## src/rtl/ptr_page_eau_pkg.sv

```systemverilog
package ptr_page_eau_pkg;
    localparam int ADDR_W  = 16;
    localparam int PAGE_W  = 12;
    localparam int BYTE_W  = 8;
    localparam int NUM_PTR = 4;
    localparam int SEL_W   = $clog2(NUM_PTR);

    typedef logic [NUM_PTR-1:0][ADDR_W-1:0] ptr_arr_t;

    typedef struct packed {
        ptr_arr_t ptr;
    } regs_t;

    typedef enum logic [2:0] {
        OP_NONE,
        OP_XPC,
        OP_XBYTE,
        OP_AUTO,
        OP_INC
    } op_t;
endpackage

```

## src/rtl/ptr_page_adder.sv

```systemverilog
module ptr_page_adder #(
    parameter int AW = 16,
    parameter int PW = 12,
    parameter int OW = 8
) (
    input  logic [AW-1:0] base_i,
    input  logic [OW-1:0] off_i,
    output logic [AW-1:0] sum_o
);
    localparam int EXT_W = PW - OW;

    logic [PW-1:0] off_ext;
    logic [PW-1:0] low_sum;

    assign off_ext = {{EXT_W{off_i[OW-1]}}, off_i};
    assign low_sum = base_i[PW-1:0] + off_ext;
    assign sum_o   = {base_i[AW-1:PW], low_sum};
endmodule

```

## src/rtl/ptr_offset_pick.sv

```systemverilog
module ptr_offset_pick #(
    parameter int OW = 8
) (
    input  logic [OW-1:0] disp_i,
    input  logic [OW-1:0] ext_i,
    output logic [OW-1:0] off_o
);
    localparam logic [OW-1:0] ESCAPE = {1'b1, {(OW-1){1'b0}}};

    assign off_o = (disp_i == ESCAPE) ? ext_i : disp_i;
endmodule

```

## src/rtl/ptr_op_arbiter.sv

```systemverilog
module ptr_op_arbiter
    import ptr_page_eau_pkg::*;
(
    input  logic xchg_pc_i,
    input  logic xchg_byte_i,
    input  logic auto_idx_i,
    input  logic pc_inc_i,
    output op_t  op_o
);
    always_comb begin
        if (xchg_pc_i)        op_o = OP_XPC;
        else if (xchg_byte_i) op_o = OP_XBYTE;
        else if (auto_idx_i)  op_o = OP_AUTO;
        else if (pc_inc_i)    op_o = OP_INC;
        else                  op_o = OP_NONE;
    end
endmodule

```

## src/rtl/ptr_page_eau.sv

```systemverilog
module ptr_page_eau
    import ptr_page_eau_pkg::*;
(
    input  logic                 clk,
    input  logic                 rst_n,
    input  logic [SEL_W-1:0]     ptr_sel,
    input  logic [BYTE_W-1:0]    disp_i,
    input  logic [BYTE_W-1:0]    ext_i,
    input  logic [BYTE_W-1:0]    acc_i,
    input  logic                 xchg_pc_i,
    input  logic                 xchg_byte_i,
    input  logic                 byte_hi_i,
    input  logic                 auto_idx_i,
    input  logic                 pc_inc_i,
    output logic [ADDR_W-1:0]    ea_o,
    output logic [BYTE_W-1:0]    acc_o,
    output logic [ADDR_W-1:0]    pc_o,
    output logic [ADDR_W-1:0]    p1_o,
    output logic [ADDR_W-1:0]    p2_o,
    output logic [ADDR_W-1:0]    p3_o
);
    localparam logic [BYTE_W-1:0] ONE = BYTE_W'(1);

    regs_t               st_q, st_d;
    op_t                 op;
    logic [BYTE_W-1:0]   off;
    logic [ADDR_W-1:0]   sel_val;
    logic [ADDR_W-1:0]   ea_sum;
    logic [ADDR_W-1:0]   pc_step;
    logic                post_mode;

    assign sel_val = st_q.ptr[ptr_sel];

    ptr_offset_pick #(.OW(BYTE_W)) u_off (
        .disp_i (disp_i),
        .ext_i  (ext_i),
        .off_o  (off)
    );

    ptr_page_adder #(.AW(ADDR_W), .PW(PAGE_W), .OW(BYTE_W)) u_ea_add (
        .base_i (sel_val),
        .off_i  (off),
        .sum_o  (ea_sum)
    );

    ptr_page_adder #(.AW(ADDR_W), .PW(PAGE_W), .OW(BYTE_W)) u_pc_add (
        .base_i (st_q.ptr[0]),
        .off_i  (ONE),
        .sum_o  (pc_step)
    );

    ptr_op_arbiter u_arb (
        .xchg_pc_i   (xchg_pc_i),
        .xchg_byte_i (xchg_byte_i),
        .auto_idx_i  (auto_idx_i),
        .pc_inc_i    (pc_inc_i),
        .op_o        (op)
    );

    assign post_mode = auto_idx_i && !off[BYTE_W-1];
    assign ea_o      = post_mode ? sel_val : ea_sum;
    assign acc_o     = byte_hi_i ? sel_val[ADDR_W-1:ADDR_W-BYTE_W]
                                 : sel_val[BYTE_W-1:0];

    always_comb begin
        st_d = st_q;
        unique case (op)
            OP_XPC: begin
                st_d.ptr[ptr_sel] = st_q.ptr[0];
                st_d.ptr[0]       = sel_val;
            end
            OP_XBYTE: begin
                if (byte_hi_i)
                    st_d.ptr[ptr_sel][ADDR_W-1:ADDR_W-BYTE_W] = acc_i;
                else
                    st_d.ptr[ptr_sel][BYTE_W-1:0] = acc_i;
            end
            OP_AUTO: st_d.ptr[ptr_sel] = ea_sum;
            OP_INC:  st_d.ptr[0]       = pc_step;
            default: ;
        endcase
    end

    always_ff @(posedge clk) begin
        if (!rst_n) st_q <= '0;
        else        st_q <= st_d;
    end

    assign pc_o = st_q.ptr[0];
    assign p1_o = st_q.ptr[1];
    assign p2_o = st_q.ptr[2];
    assign p3_o = st_q.ptr[3];
endmodule

```

## config.mk

```make
export PLATFORM = sky130hd
export DESIGN_NAME = ptr_page_eau
export DESIGN_NICKNAME = d
export VERILOG_FILES = /design/src/rtl/ptr_page_eau_pkg.sv /design/src/rtl/ptr_page_adder.sv /design/src/rtl/ptr_offset_pick.sv /design/src/rtl/ptr_op_arbiter.sv /design/src/rtl/ptr_page_eau.sv
export SDC_FILE = /design/constraint.sdc
export NUM_CORES = 1
export LEC_CHECK = 0
export ABC_AREA = 1
export BUFFER_PORTS_ARGS = -buffer_cell sky130_fd_sc_hd__buf_2
export CORE_MARGIN = 1.5
export CORE_UTILIZATION = 45
export CTS_BUF_LIST = sky130_fd_sc_hd__clkbuf_8
export CTS_CLUSTER_DIAMETER = 40
export DETAILED_ROUTE_END_ITERATION = 12
export PLACE_DENSITY_LB_ADDON = 0.25
export SKIP_CTS_REPAIR_TIMING = 1
export SLEW_MARGIN = 20
export SYNTH_ARGS = -nofsm -noshare
export SYNTH_HDL_FRONTEND = slang
export SYNTH_SLANG_ARGS = --single-unit
```

## constraint.sdc

```tcl
create_clock -name clk -period 3.8 [get_ports clk]
set_input_delay 0 -clock clk [delete_from_list [all_inputs] [get_ports clk]]
set_output_delay 0 -clock clk [all_outputs]
set_load 0.05 [all_outputs]
```

==> flow_summary_export.csv <==
group,metric,value,unit
critical_path,start_kind,"flop",
route,ant_nets,0,
hold_path,worstHoldStart,"acc_i[4]",
critical_path,crit_fanout,6,
power_and_ir_drop,pwr-share-seq,30.9,%
power_and_ir_drop,p_leak,3.19,nW
clock_tree,ctsLongestPathBuffers,2,
global_routing,grt_max_degree,41,
layout,register_area,1280,sq um
hold_path,min_to,"pc_o[12]$_SDFFE_PN0P_",
global_routing,antenna_found_initial,1,
sta,setup_viol,0,
floorplanning,ioPinCount,121,
synth,async_flop_share,0,%
hold_path,whs_path_depth,5,
critical_path,worstReg2RegStart,"pc_o[3]$_SDFFE_PN0P_",
floorplanning,die_area,14000,sq um
placement,hpwl,18400,um
sta,fin_skew,16.3,ps
sta,max_slew.worst_pin.slew,952,ps
synth,synth_top_area_share,21.4,%
layout,nets,1138,
route,dr.pass1.iters,7,
route,wire_per_inst,19.9,um
power_and_ir_drop,p_sw,1.22,mW
route,route.detailed.drc,0,
status,outcome,"complete, no violations",
power_and_ir_drop,p_int,1.30,mW
sta,finalCritPeriodShare,93.6,%
placement,io_buffers,120,
floorplanning,start_util,45.7,%
critical_path,r2r_slack,540,ps
route,drtIter0Drc,1412,
route,wirelength,25300,um
sta,report.final.slew_viol_count,0,
run,maxCapViolCount,0,
power_and_ir_drop,peakVddDrop,0.340,mV
critical_path,crit_arrival,3550,ps
critical_path,reg2reg_depth,16,
placement,place.gp.congestion,1.01,
synth,synth_top_flop_cell,"dfxtp_1",
critical_path,cp.required,3800,ps
synth,postSynthAreaPerCell,6.02,sq um
global_routing,overflow,0,
floorplanning,die_w,118,um
clock_tree,cts_root_buf,"clkbuf_8",
sta,max_freq,281,MHz
critical_path,path_class,"flop to output port",
clock_tree,cts_tree,"built",
layout,multi_input_area,3970,sq um
synth,ys_seq_area_share,21.4,%
floorplanning,core_area,13100,sq um
synth,syn_inst,996,
layout,drive_gt1_share,17.6,%
sta,rsz0062_at_grt,"false",
route,vias,7884,
synth,synth_area_leaders,"dfxtp_1 (21%), nand2_1 (12%), a21oi_1 (11%), o21ai_0 (11%), inv_1 (7.1%)",
global_routing,grt_pass1_wl,38400,um
clock_tree,cts.htree.levels,3,
global_routing,grt_usage,35.0,%
sta,max_slew_margin,36.5,%
layout,postLayoutCoreUtil,52.5,%
power_and_ir_drop,power_density,365,nW/um^2
synth,ys_types,51,
layout,diodes,0,
clock_tree,clock_latency,400,ps
synth,synth_warnings,0,
synth,synth_top_area_cell,"dfxtp_1",
synth,synth_enable_flop_cells,0,
clock_tree,cts_buffers,9,
sta,period_needed,3550,ps
synth,synth_most_common_cell,"nand2_1",
floorplanning,row_count,42,
route,vias_per_cell,6.19,
global_routing,grt_pass1_vias,6995,
power_and_ir_drop,clockPowerShare,25.0,%
layout,syn_to_final_growth,15.0,%
clock_tree,cts_sinks,64,
synth,synthTopCellsByCount,"nand2_1 (186), a21oi_1 (134), o21ai_0 (133)",
clock_tree,clk_pin_slew_worst_paths,70,ps
power_and_ir_drop,switching_share,48.3,%
synth,syn-cell-area,6000,sq um
synth,syn-num-nets,1041,
critical_path,worstSetupEndpointType,"output port",
hold_path,min_path_type,"primary input to flop",
floorplanning,die_h,118,um
layout,fillers,1388,
synth,ys_seq_elements,64,
power_and_ir_drop,p_comb_share,44.0,%
sta,finalHoldViolations,0,
sta,setup_tns,0,ps
metrics by stage:
stage	setup WS [ps]	area (sq um)	total power, mW	hold slack [ps]	cells
after detailed placement	417	6700	1.86	453	1258
after global routing	38.7	6900	2.62	95.0	1274
after CTS	385	6900	2.48	49.9	1274
after global placement	502	6700	1.86	444	1258
final	245	6900	2.52	67.8	1274
after floorplan	173	6000	1.55	232	996
cell type report:
cell class                      instances  area share [%]
Tap cell                              176            3.19
Sequential cell                        64            18.6
Timing Repair Buffer                  140            10.9
Clock inverter                          6           0.870
Multi-Input combinational cell        753            57.5
Inverter                              125            7.02
Clock buffer                           10            1.99
worst max-delay path by stage:
stage                         startpoint        to  slack (ps)
floorplan                           flop  ea_o[10]         170
global placement              ptr_sel[0]      flop         500
detailed placement            ptr_sel[0]      flop         420
CTS                 pc_o[3]$_SDFFE_PN0P_   ea_o[8]         380
global route        pc_o[3]$_SDFFE_PN0P_   ea_o[8]          40
finish              pc_o[3]$_SDFFE_PN0P_   ea_o[8]         250
placed cells by master, fill, tap and decap left out, types with 7 or more instances in the layout:
cell | synthesis | final
dfxtp_1 | 64 | 64
nand2_1 | 186 | 186
a31oi_1 | 12 | 12
nand2_2 | 7 | 7
nand3_1 | 42 | 42
buf_2 | 20 | 120
o22ai_1 | 21 | 21
a22oi_1 | 10 | 10
inv_2 | 7 | 7
buf_4 | 1 | 20
nor2_1 | 80 | 80
o211ai_1 | 20 | 20
ha_1 | 11 | 11
a21oi_1 | 134 | 134
nor3_1 | 9 | 9
o21ai_1 | 7 | 7
a221oi_1 | 15 | 15
clkbuf_8 | 0 | 10
inv_1 | 113 | 114
o21a_1 | 8 | 8
o21ai_0 | 133 | 133
kinds of logic (layout without fill, tap and decap cells):
logic type / count (synthesis) / count (layout) / synth area share (%)
compound gates: 384 / 384 / 36.9
xor+xnor: 9 / 9 / 1.44
fa+ha+maj: 12 / 12 / 2.63
buf+inv: 179 / 281 / 12.6
flops: 64 / 64 / 21.4
simple gates: 348 / 348 / 25.2
metal layers:
layer | GRT usage, % | share of wire (%)
met5 | 0 | 0.067
met3 | 10.7 | 15
met4 | 14.2 | 3.5
met1 | 48.6 | 40
met2 | 50.4 | 41
critical path: stages (launching register included):
cell and delay [ps]:
dfxtp_1 390, inv_1 230, o22ai_1 130, a21oi_1 150
o21a_1 130, inv_1 100, ha_1 400, nand2_1 70
o21ai_0 300, nand3_1 130, o211ai_1 150, xor2_1 560
o21ai_0 180, buf_2 250
power groups by stage:
stage | clock (mW) | combinational (mW) | sequential (mW)
3_5_place_dp | 0 | 1.07 | 0.788
6_report | 0.630 | 1.11 | 0.778
3_3_place_gp | 0 | 1.07 | 0.789
5_1_grt | 0.664 | 1.17 | 0.780
4_1_cts | 0.632 | 1.08 | 0.773
2_1_floorplan | 0 | 0.631 | 0.917
No activity file was read; power rests on OpenSTA's default activity.
